==> config.mk <==
export PLATFORM = sky130hd
export DESIGN_NAME = run_length_monitor
export DESIGN_NICKNAME = d
export VERILOG_FILES = /design/src/rtl/rlm_pkg.sv /design/src/rtl/rlm_run_timer.sv /design/src/rtl/rlm_len_match.sv /design/src/rtl/rlm_sat_acc.sv /design/src/rtl/run_length_monitor.sv
export SDC_FILE = /design/constraint.sdc
export NUM_CORES = 1
export LEC_CHECK = 0
export BUFFER_PORTS_ARGS = -buffer_cell sky130_fd_sc_hd__buf_2
export CORE_ASPECT_RATIO = 1.75
export CORE_MARGIN = 2
export CORE_UTILIZATION = 60
export DETAILED_ROUTE_END_ITERATION = 8
export PLACE_DENSITY = 0.94
export SYNTH_ARGS = -nofsm -noshare
export SYNTH_HDL_FRONTEND = slang
export SYNTH_SLANG_ARGS = --single-unit
==> constraint.sdc <==
create_clock -name clk_i -period 5.6 [get_ports clk_i]
set_input_delay 0.84 -clock clk_i [delete_from_list [all_inputs] [get_ports clk_i]]
set_output_delay 0.84 -clock clk_i [all_outputs]
set_load 0.1 [all_outputs]
==> src/rtl/rlm_pkg.sv <==
package rlm_pkg;

    // Compare relation applied to a captured run length
    typedef enum logic [1:0] {
        CMP_AT_LEAST = 2'd0,
        CMP_BELOW    = 2'd1,
        CMP_EQUAL    = 2'd2,
        CMP_OFF      = 2'd3
    } cmp_mode_e;

endpackage

==> src/rtl/rlm_run_timer.sv <==
module rlm_run_timer #(
    parameter int DUR_W = 16
) (
    input  logic             clk_i,
    input  logic             rst_ni,
    input  logic             cond_i,
    output logic [DUR_W-1:0] len_o,
    output logic             end_o,
    output logic [DUR_W-1:0] smp_o,
    output logic             vld_o
);

    localparam logic [DUR_W-1:0] DUR_MAX = '1;
    localparam logic [DUR_W-1:0] DUR_ONE = DUR_W'(1);

    typedef struct packed {
        logic [DUR_W-1:0] dur;
        logic [DUR_W-1:0] smp;
        logic             vld;
    } timer_st_t;

    timer_st_t st_d, st_q;
    logic      run_end;

    always_comb begin
        st_d     = st_q;
        st_d.vld = 1'b0;
        run_end  = !cond_i && (st_q.dur != '0);
        if (cond_i) begin
            if (st_q.dur != DUR_MAX) begin
                st_d.dur = st_q.dur + DUR_ONE;
            end
        end else if (run_end) begin
            st_d.smp = st_q.dur;
            st_d.vld = 1'b1;
            st_d.dur = '0;
        end
    end

    always_ff @(posedge clk_i or negedge rst_ni) begin
        if (!rst_ni) begin
            st_q <= '0;
        end else begin
            st_q <= st_d;
        end
    end

    assign len_o = st_q.dur;
    assign end_o = run_end;
    assign smp_o = st_q.smp;
    assign vld_o = st_q.vld;

    // the duration steps by one while the condition holds below the limit
    p_count_up_r1: assert property (@(posedge clk_i) disable iff (!rst_ni)
        (cond_i && st_q.dur != DUR_MAX) |=> (st_q.dur == $past(st_q.dur) + DUR_ONE));

    // once at the limit, the duration stays there while the condition holds
    p_dur_hold_r2: assert property (@(posedge clk_i) disable iff (!rst_ni)
        (cond_i && st_q.dur == DUR_MAX) |=> (st_q.dur == DUR_MAX));

    // a run ending yields a strobe carrying the length reached
    p_capture_r3: assert property (@(posedge clk_i) disable iff (!rst_ni)
        (!cond_i && st_q.dur != '0) |=> (st_q.vld && st_q.smp == $past(st_q.dur)));

    // the strobe never lasts two cycles
    p_vld_pulse_r3: assert property (@(posedge clk_i) disable iff (!rst_ni)
        st_q.vld |=> !st_q.vld);

    // the duration is zero right after a capture
    p_clear_r4: assert property (@(posedge clk_i) disable iff (!rst_ni)
        st_q.vld |-> (st_q.dur == '0 || st_q.dur == DUR_ONE));

endmodule

==> src/rtl/rlm_len_match.sv <==
module rlm_len_match
    import rlm_pkg::*;
#(
    parameter int DUR_W = 16
) (
    input  logic [DUR_W-1:0] len_i,
    input  logic [DUR_W-1:0] thresh_i,
    input  cmp_mode_e        mode_i,
    output logic             hit_o
);

    always_comb begin
        unique case (mode_i)
            CMP_AT_LEAST: hit_o = (len_i >= thresh_i);
            CMP_BELOW:    hit_o = (len_i <  thresh_i);
            CMP_EQUAL:    hit_o = (len_i == thresh_i);
            default:      hit_o = 1'b0;
        endcase
    end

    // the disabled relation never reports a pass
    always_comb begin
        p_off_never_hits_r5: assert (!(mode_i == CMP_OFF && hit_o));
    end

endmodule

==> src/rtl/rlm_sat_acc.sv <==
module rlm_sat_acc #(
    parameter int W    = 32,
    parameter int IN_W = 1
) (
    input  logic            clk_i,
    input  logic            rst_ni,
    input  logic            en_i,
    input  logic [IN_W-1:0] add_i,
    output logic [W-1:0]    sum_o
);

    localparam int WIDE_W = W + 1;

    typedef struct packed {
        logic [W-1:0] sum;
    } acc_st_t;

    acc_st_t           st_d, st_q;
    logic [WIDE_W-1:0] wide;

    always_comb begin
        st_d = st_q;
        wide = {1'b0, st_q.sum} + WIDE_W'(add_i);
        if (en_i) begin
            st_d.sum = wide[W] ? '1 : wide[W-1:0];
        end
    end

    always_ff @(posedge clk_i or negedge rst_ni) begin
        if (!rst_ni) begin
            st_q <= '0;
        end else begin
            st_q <= st_d;
        end
    end

    assign sum_o = st_q.sum;

    // the total never moves backwards, so it cannot wrap
    p_no_wrap_r8: assert property (@(posedge clk_i) disable iff (!rst_ni)
        1'b1 |=> (st_q.sum >= $past(st_q.sum)));

    // without an enable the total holds
    p_idle_hold_r8: assert property (@(posedge clk_i) disable iff (!rst_ni)
        !en_i |=> $stable(st_q.sum));

endmodule

==> src/rtl/run_length_monitor.sv <==
module run_length_monitor
    import rlm_pkg::*;
#(
    parameter int DUR_W = 16,
    parameter int CNT_W = 32,
    parameter int SUM_W = 48
) (
    input  logic             clk_i,
    input  logic             rst_ni,
    input  logic             cond_i,
    input  logic [DUR_W-1:0] thresh_i,
    input  logic [1:0]       mode_i,
    output logic [DUR_W-1:0] sample_o,
    output logic             sample_vld_o,
    output logic [CNT_W-1:0] pass_cnt_o,
    output logic [SUM_W-1:0] dur_sum_o
);

    logic [DUR_W-1:0] run_len;
    logic             run_end;
    logic             len_hit;

    rlm_run_timer #(.DUR_W(DUR_W)) u_timer (
        .clk_i  (clk_i),
        .rst_ni (rst_ni),
        .cond_i (cond_i),
        .len_o  (run_len),
        .end_o  (run_end),
        .smp_o  (sample_o),
        .vld_o  (sample_vld_o)
    );

    rlm_len_match #(.DUR_W(DUR_W)) u_match (
        .len_i    (run_len),
        .thresh_i (thresh_i),
        .mode_i   (cmp_mode_e'(mode_i)),
        .hit_o    (len_hit)
    );

    rlm_sat_acc #(.W(CNT_W), .IN_W(1)) u_pass_cnt (
        .clk_i  (clk_i),
        .rst_ni (rst_ni),
        .en_i   (run_end && len_hit),
        .add_i  (1'b1),
        .sum_o  (pass_cnt_o)
    );

    rlm_sat_acc #(.W(SUM_W), .IN_W(DUR_W)) u_dur_sum (
        .clk_i  (clk_i),
        .rst_ni (rst_ni),
        .en_i   (run_end),
        .add_i  (run_len),
        .sum_o  (dur_sum_o)
    );

    // the run counter only moves on a sample strobe
    p_cnt_with_vld_r6: assert property (@(posedge clk_i) disable iff (!rst_ni)
        !$stable(pass_cnt_o) |-> sample_vld_o);

    // the run counter moves by at most one per sample
    p_cnt_step_r6: assert property (@(posedge clk_i) disable iff (!rst_ni)
        sample_vld_o |-> (pass_cnt_o - $past(pass_cnt_o) <= CNT_W'(1)));

    // the total only moves on a sample strobe
    p_sum_with_vld_r7: assert property (@(posedge clk_i) disable iff (!rst_ni)
        !$stable(dur_sum_o) |-> sample_vld_o);

    // no strobe without a run in progress one cycle earlier
    p_no_spurious_r10: assert property (@(posedge clk_i) disable iff (!rst_ni)
        (!cond_i && run_len == '0) |=> !sample_vld_o);

endmodule

==> results.sh, run 1 <==
export IMPL_outcome="finished, final reports clean"
export IMPL_dieArea_um2=12200
export IMPL_core_rowCount=51
export IMPL_p_switching_mw=1.53
export IMPL_hold_end="u_timer.smp_o[6]"
export IMPL_hold_violations=0
export IMPL_maxCapViolations=0
export IMPL_r2r_end="u_dur_sum.sum_o[19]"
export IMPL_ys_async_sr_fraction_pct=100
export IMPL_die_h_um=145
export IMPL_synth_top_cell_by_area="dfrtp_1"
export IMPL_ys_flop_type="dfrtp_1"
export IMPL_nets=918
export IMPL_cts_htree_levels=4
export IMPL_synth_edff_count=0
export IMPL_timing_final_crit_period_ns=3.72
export IMPL_drc_errors=0
export IMPL_seq_area_frac_synth_pct=41.7
export IMPL_fin_util_pct=72.0
export IMPL_dieWidth_um=84.4
export IMPL_cts_resized=0
export IMPL_r2r_setup_slack_ns=1.88
export IMPL_peakVddDrop_v=0.000439
export IMPL_track_usage_pct=32.1
export IMPL_r2r_start="u_timer.len_o[0]"
export IMPL_combPwrFrac_pct=38.5
export IMPL_initial_core_util_pct=61.1
export IMPL_total_power_mw=3.40
export IMPL_drt_initial_drc_count=685
export IMPL_worstHoldStart="u_timer.smp_o[6]"
export IMPL_grt_overflow=0
export IMPL_hold_path_cell_count=2
export IMPL_ys_types=65
export IMPL_synth_top_area_share_pct=41.7
export IMPL_cts_buffers=17
export IMPL_timing_fmax_mhz=269
export IMPL_drv_slew=0
export IMPL_clkLatencyLatePin_ns=0.41
export IMPL_grt_pass1_vias=6520
export IMPL_p_clk_share_pct=31.0
export IMPL_drt_total_wl_mm=19.2
export IMPL_postRouteAntennaNets=0
export IMPL_seqCellArea_um2=2830
export IMPL_coreArea_um2=11100
export IMPL_antenna_found_initial=0
export IMPL_grt_max_degree=66
export IMPL_required_ns=5.85
export IMPL_synth_seq_cells=113
export IMPL_grt_pass1_wl_mm=31.4
export IMPL_cts_sinks=113
export IMPL_finalSetupTns_ns=0
export IMPL_seqPwrFrac_pct=30.4
export IMPL_p_per_area_nw_per_um2=425
export IMPL_cp_max_fo=18
export IMPL_portBuffers=117
export IMPL_cp_end_kind="flop"
export IMPL_pin_count=118
export IMPL_cts_clk_slew_worst_paths_ns=0.05
export IMPL_critPathArrivalTime_ns=3.97
export IMPL_tightestPinTransition_ns=0.933
export IMPL_p_int_mw=1.87
export IMPL_cts_setup_buffers=0
export IMPL_multi_input_area_um2=3680
export IMPL_via_count=6668
export IMPL_total_leakage_power_nw=3.98
export IMPL_syn_nets=810
export IMPL_cts_buffer_depth=2
export IMPL_synthToLayoutAreaGrowth_pct=17.9
export IMPL_period_share_pct=66.5
export IMPL_netlist_instances=753
export IMPL_wire_per_inst_um=19.1
export IMPL_netlist_area_um2=6780
export IMPL_start_kind="flop"
export IMPL_gp_congestion=0.910
export IMPL_criticalPathCategory="flop to flop"
export IMPL_diodes=0
export IMPL_worst_clock_skew_ns=0.00515
export IMPL_post_dp_hpwl_mm=12.8
export IMPL_rr_worst_depth=9
export IMPL_yosysWarnings=0
export IMPL_netlist_top_cells_area="dfrtp_1 (42%), ha_1 (6.5%), nand2_1 (5.0%)"
export IMPL_netSwitchingFraction_pct=44.9
export IMPL_cts_hold_buf=0
export IMPL_cts_tree="yes"
export IMPL_hp_class="flop to flop"
export IMPL_cts_root_buf="clkbuf_16"
export IMPL_fillers=850
export IMPL_setup_viol=0
export IMPL_first_pass_iters=7
export IMPL_viasPerCell=6.64
export IMPL_rsz0062_at_grt="no"
export IMPL_avgSynthCellArea_um2=9.01
export IMPL_timing_slew_headroom_pct=37.3
export IMPL_drive_gt1_share_pct=21.4
## through the flow
stage | std cells | cell area (um2) | worst slack, ns | hold slack (ns)
global route | 1004 | 7990 | 1.62 | 0.502
detailed placement | 974 | 7420 | 1.78 | 0.468
global placement | 974 | 7420 | 1.94 | 0.458
finish | 1004 | 7990 | 1.88 | 0.486
floorplan | 753 | 6780 | 2.28 | 0.521
CTS | 1004 | 7990 | 1.90 | 0.483
## worst max-delay path by stage
stage | startpoint | end | cells past startpoint
floorplan | u_dur_sum.sum_o[0] | u_dur_sum.sum_o[44] | 11
global placement | thresh_i[15] | u_pass_cnt.sum_o[30] | 11
detailed placement | thresh_i[15] | u_pass_cnt.sum_o[31] | 11
CTS | u_timer.len_o[0] | u_dur_sum.sum_o[19] | 9
global route | u_timer.len_o[0] | u_dur_sum.sum_o[19] | 9
finish | u_timer.len_o[0] | u_dur_sum.sum_o[19] | 9
## cell type report
type	instances	share of cell area, %
Timing Repair Buffer	122	7.83
Clock buffer	25	6.57
Sequential cell	113	35.4
Inverter	32	1.50
Multi-Input combinational cell	575	46.0
Clock inverter	5	0.626
Tap cell	132	2.07
## worst max-delay path: stages (launching register included)
cell      delay, ns
dfrtp_1        0.44
ha_1           0.24
fa_1           0.42
a21oi_1        0.18
o211ai_1       0.13
a221oi_1       0.54
o31a_1         0.66
nor2_1         0.20
nand2_1        0.56
o21ai_0        0.18
## power groups by stage
stage | clock (mW) | combinational [mW] | sequential, mW
2_1_floorplan | 0 | 0.440 | 1.63
5_1_grt | 1.09 | 1.38 | 1.05
4_1_cts | 1.06 | 1.30 | 1.03
3_5_place_dp | 0 | 1.29 | 1.04
6_report | 1.05 | 1.31 | 1.03
3_3_place_gp | 0 | 1.26 | 1.04
## per-layer routing
layer / global-route usage [%] / part of all wire, %
met1: 36.7 / 37
met2: 57.6 / 53
met3: 5.99 / 6.5
met4: 14.9 / 3.6
met5: 0 / 0
## flip-flops by register name (all words and copies together), names as in the netlist
signal and flops:
u_timer.smp_o 16, u_pass_cnt.sum_o 32, u_timer.vld_o 1, u_dur_sum.sum_o 48
u_timer.len_o 16
## placed cells by master, fill, tap and decap left out, drive strengths merged, types with 6 or more instances in the layout
cell type	n
a21o	7
a41oi	6
nor2	45
and3	24
nor3	16
nand2	92
ha	35
or4	7
nand4	27
buf	122
mux2	20
xnor2	18
o31ai	10
nand3	47
a21oi	55
xor2	13
and4	8
nor4	11
dfrtp	113
o21ai	35
inv	31
clkbuf	25
a31oi	43
## Yosys cell counts (3+ instances only)
cell type	n
mux2_2	20
o21ai_0	34
nand2_1	91
a211o_1	3
o21a_1	3
nor2_1	44
a21oi_1	55
and3_1	21
o31ai_1	9
nand2b_1	4
a21o_1	7
clkbuf_1	20
nor4_1	11
buf_1	4
inv_1	31
mux2i_1	4
or2_2	3
buf_2	5
xor2_1	13
nor3b_1	4
or4_1	6
a31oi_1	43
and2_1	3
xnor2_1	18
dfrtp_1	113
buf_6	3
and4_1	7
nand4_1	27
nor3_1	16
nand3_1	46
ha_1	35
or3_1	5
a41oi_1	4
## cells by family (layout without fill, tap and decap cells)
logic type	count (synthesis)	after routing	synth area share (%)
buffers and inverters	65	184	4.08
AO/OA/AOI/OAI	183	183	17.0
multiplexers	24	24	3.91
XOR/XNOR	31	31	4.00
adder cells (fa/ha/maj)	36	36	6.75
flip-flops	113	113	41.7
AND/OR/NAND/NOR	301	301	22.5
Power figures use the tool's default switching activity.
==> run 2: changes to the inputs <==
ABC_AREA = 1   (was default)
CORE_UTILIZATION = 53   (was 60)
PLACE_DENSITY = 0.87   (was 0.94)
clock period = 3.3 ns   (was 5.6 ns; I/O delays follow)
==> results.sh, run 2 <==
export IMPL_initial_core_util_pct=54.0
export IMPL_drv_slew=0
export IMPL_dieWidth_um=98.6
export IMPL_nets=1374
export IMPL_dieArea_um2=16700
export IMPL_cpPeakStageDelay_ns=0.44
export IMPL_netlist_instances=1201
export IMPL_pin_count=118
export IMPL_required_ns=3.60
export IMPL_seq_area_frac_synth_pct=34.0
export IMPL_cpLargestDelayFamily="simple AND/OR/NAND/NOR gates"
export IMPL_timing_slew_headroom_pct=56.2
export IMPL_critPathBufInv=0
export IMPL_cts_htree_levels=4
export IMPL_postRouteAntennaNets=0
export IMPL_fillers=1357
export IMPL_netlist_area_um2=8310
export IMPL_cts_buffers=17
export IMPL_outcome="finished, final reports clean"
export IMPL_timing_final_crit_period_ns=2.51
export IMPL_viasPerCell=5.74
export IMPL_critPathArrivalTime_ns=2.81
export IMPL_grt_pass1_vias=8666
export IMPL_total_power_mw=5.08
export IMPL_synthAdderAreaFrac_pct=5.51
export IMPL_cts_clk_slew_worst_paths_ns=0.06
export IMPL_fin_util_pct=62.4
export IMPL_first_pass_iters=8
export IMPL_synth_simple_gate_area_share_pct=43.5
export IMPL_synth_seq_cells=113
export IMPL_yosysWarnings=0
export IMPL_criticalPathCategory="flop to flop"
export IMPL_syn_nets=1258
export IMPL_via_count=8708
export IMPL_die_h_um=170
export IMPL_fin_hold_ws_ns=0.0863
export IMPL_cts_setup_buffers=0
export IMPL_p_per_area_nw_per_um2=529
export IMPL_cts_hold_buf=0
export IMPL_track_usage_pct=31.1
export IMPL_clkLatencyLatePin_ns=0.43
export IMPL_cts_root_buf="clkbuf_16"
export IMPL_placed_area_um2=9030
export IMPL_drc_errors=0
export IMPL_cts_buffer_depth=2
export IMPL_total_leakage_power_nw=5.27
export IMPL_grt_max_degree=68
export IMPL_synthXorXnorAreaFrac_pct=2.53
export IMPL_coreArea_um2=15400
export IMPL_finalSetupTns_ns=0
export IMPL_rsz0062_at_grt="no"
export IMPL_synth_top_area_share_pct=34.0
export IMPL_grt_pass1_wl_mm=41.3
export IMPL_maxCapViolations=0
export IMPL_ys_async_sr_fraction_pct=100
export IMPL_synth_most_common_cell="nand2_1"
export IMPL_drt_initial_drc_count=521
export IMPL_avgSynthCellArea_um2=6.92
export IMPL_drt_total_wl_mm=25.2
export IMPL_gp_congestion=1.01
export IMPL_synth_top_cell_by_area="dfrtp_1"
export IMPL_crit_path_frequent_cell="nand2_1"
export IMPL_cp_end_kind="flop"
export IMPL_tightestPinTransition_ns=0.656
export IMPL_start_kind="flop"
export IMPL_hold_violations=0
export IMPL_worst_clock_skew_ns=0.0129
export IMPL_cp_max_fo=8
export IMPL_grt_overflow=0
export IMPL_path_cells="ha_1, fa_1, nand2_1, nand2_1, and2_1, nand2_1, nand2_1, nand3_1, nand3_1, nand4_1, nand3_2"
export IMPL_netlist_top_cells_area="dfrtp_1 (34%), nand2_1 (17%), nand3_1 (8.0%)"
export IMPL_synthToLayoutAreaGrowth_pct=15.6
export IMPL_hp_class="primary input to asynchronous set/reset pin"
export IMPL_wire_per_inst_um=16.6
export IMPL_timing_fmax_mhz=398
export IMPL_post_dp_hpwl_mm=18.9
export IMPL_synthTopCellsByCount="nand2_1 (387), nand3_1 (132), inv_1 (130), dfrtp_1 (113), nor2_1 (96)"
export IMPL_fin_area_um2=9600
export IMPL_diodes=0
export IMPL_largest_reg_flops=48
export IMPL_antenna_found_initial=0
export IMPL_core_rowCount=60
export IMPL_final_common_cell="nand2_1"
export IMPL_synth_compound_area_share_pct=5.41
export IMPL_mostFrequentLayoutCells="nand2_1 (387), nand3_1 (132), inv_1 (130)"
export IMPL_cts_resized=0
export IMPL_drive_gt1_share_pct=18.0
export IMPL_cts_tree="yes"
export IMPL_slowest_stage="fa_1"
export IMPL_synth_top_family_by_area="simple AND/OR/NAND/NOR gates"
export IMPL_setup_viol=0
export IMPL_cts_sinks=113
export IMPL_period_share_pct=76.1
export IMPL_synth_edff_count=0
export IMPL_peakVddDrop_v=0.000334
export IMPL_synthMuxAreaShare_pct=0
export IMPL_ys_flop_type="dfrtp_1"
export IMPL_ys_types=46
export IMPL_portBuffers=117
run 2: path summary, 6_finish.rpt:
kind                                    start                  end  slack (ns)  depth (start not counted)
min in group clk_i                     cond_i    u_timer.len_o[15]        0.39                          3
setup / recovery           u_dur_sum.sum_o[0]  u_dur_sum.sum_o[38]        0.79                         11
setup reg to reg           u_dur_sum.sum_o[0]  u_dur_sum.sum_o[38]        0.79                         11
hold reg to reg             u_timer.smp_o[14]    u_timer.smp_o[14]        0.48                          2
hold / removal                         rst_ni    u_timer.smp_o[10]        0.09                          1
max in group asynchronous              rst_ni  u_pass_cnt.sum_o[6]        2.40                          2
run 2: worst reg2reg max path: cells and delay by family (launching register included):
kind / cells / cell delay, ns
AND/OR/NAND/NOR: 9 / 1.29
adder cells (fa/ha/maj): 2 / 0.69
flip-flops: 1 / 0.40
run 2: layout make-up:
class	count	area [um2]	area share [%]
clock buffers	17	425	4.43
clock inverters	15	148	1.54
well taps	186	233	2.42
inverters	153	577	6.01
repair buffers	124	666	6.93
flip-flops and latches	113	2830	29.4
multi-input cells	908	4730	49.2
run 2: logic make-up (layout without fill, tap and decap cells):
| family | count (synthesis) | in the layout |
|---|---|---|
| flops | 113 | 113 |
| buf+inv | 180 | 309 |
| simple gates | 762 | 762 |
| xor+xnor | 24 | 24 |
| compound gates | 86 | 86 |
| fa+ha+maj | 36 | 36 |
run 2: per-stage QoR:
| stage | std cells | worst slack, ns |
|---|---|---|
| finish | 1516 | 0.788 |
| global route | 1516 | 0.619 |
| CTS | 1516 | 0.840 |
| detailed placement | 1484 | 0.837 |
| global placement | 1484 | 0.923 |
| floorplan | 1201 | 0.702 |
run 2: per-layer routing:
metal / vias to the layer above / wire length, um / GRT usage [%]
met5: - / 0 / 0
met4: 0 / 1990 / 23.1
li1: 4149 / - / -
met1: 4016 / 8610 / 31.5
met3: 139 / 1420 / 5.40
met2: 404 / 13200 / 56.0
run 2: power breakdown:
| group | switching (mW) | total (mW) | internal (mW) |
|---|---|---|---|
| logic | 1.32 | 1.65 | 0.326 |
| clock network | 0.755 | 1.81 | 1.05 |
| registers | 0.122 | 1.62 | 1.50 |
| total | 2.20 | 5.08 | 2.88 |
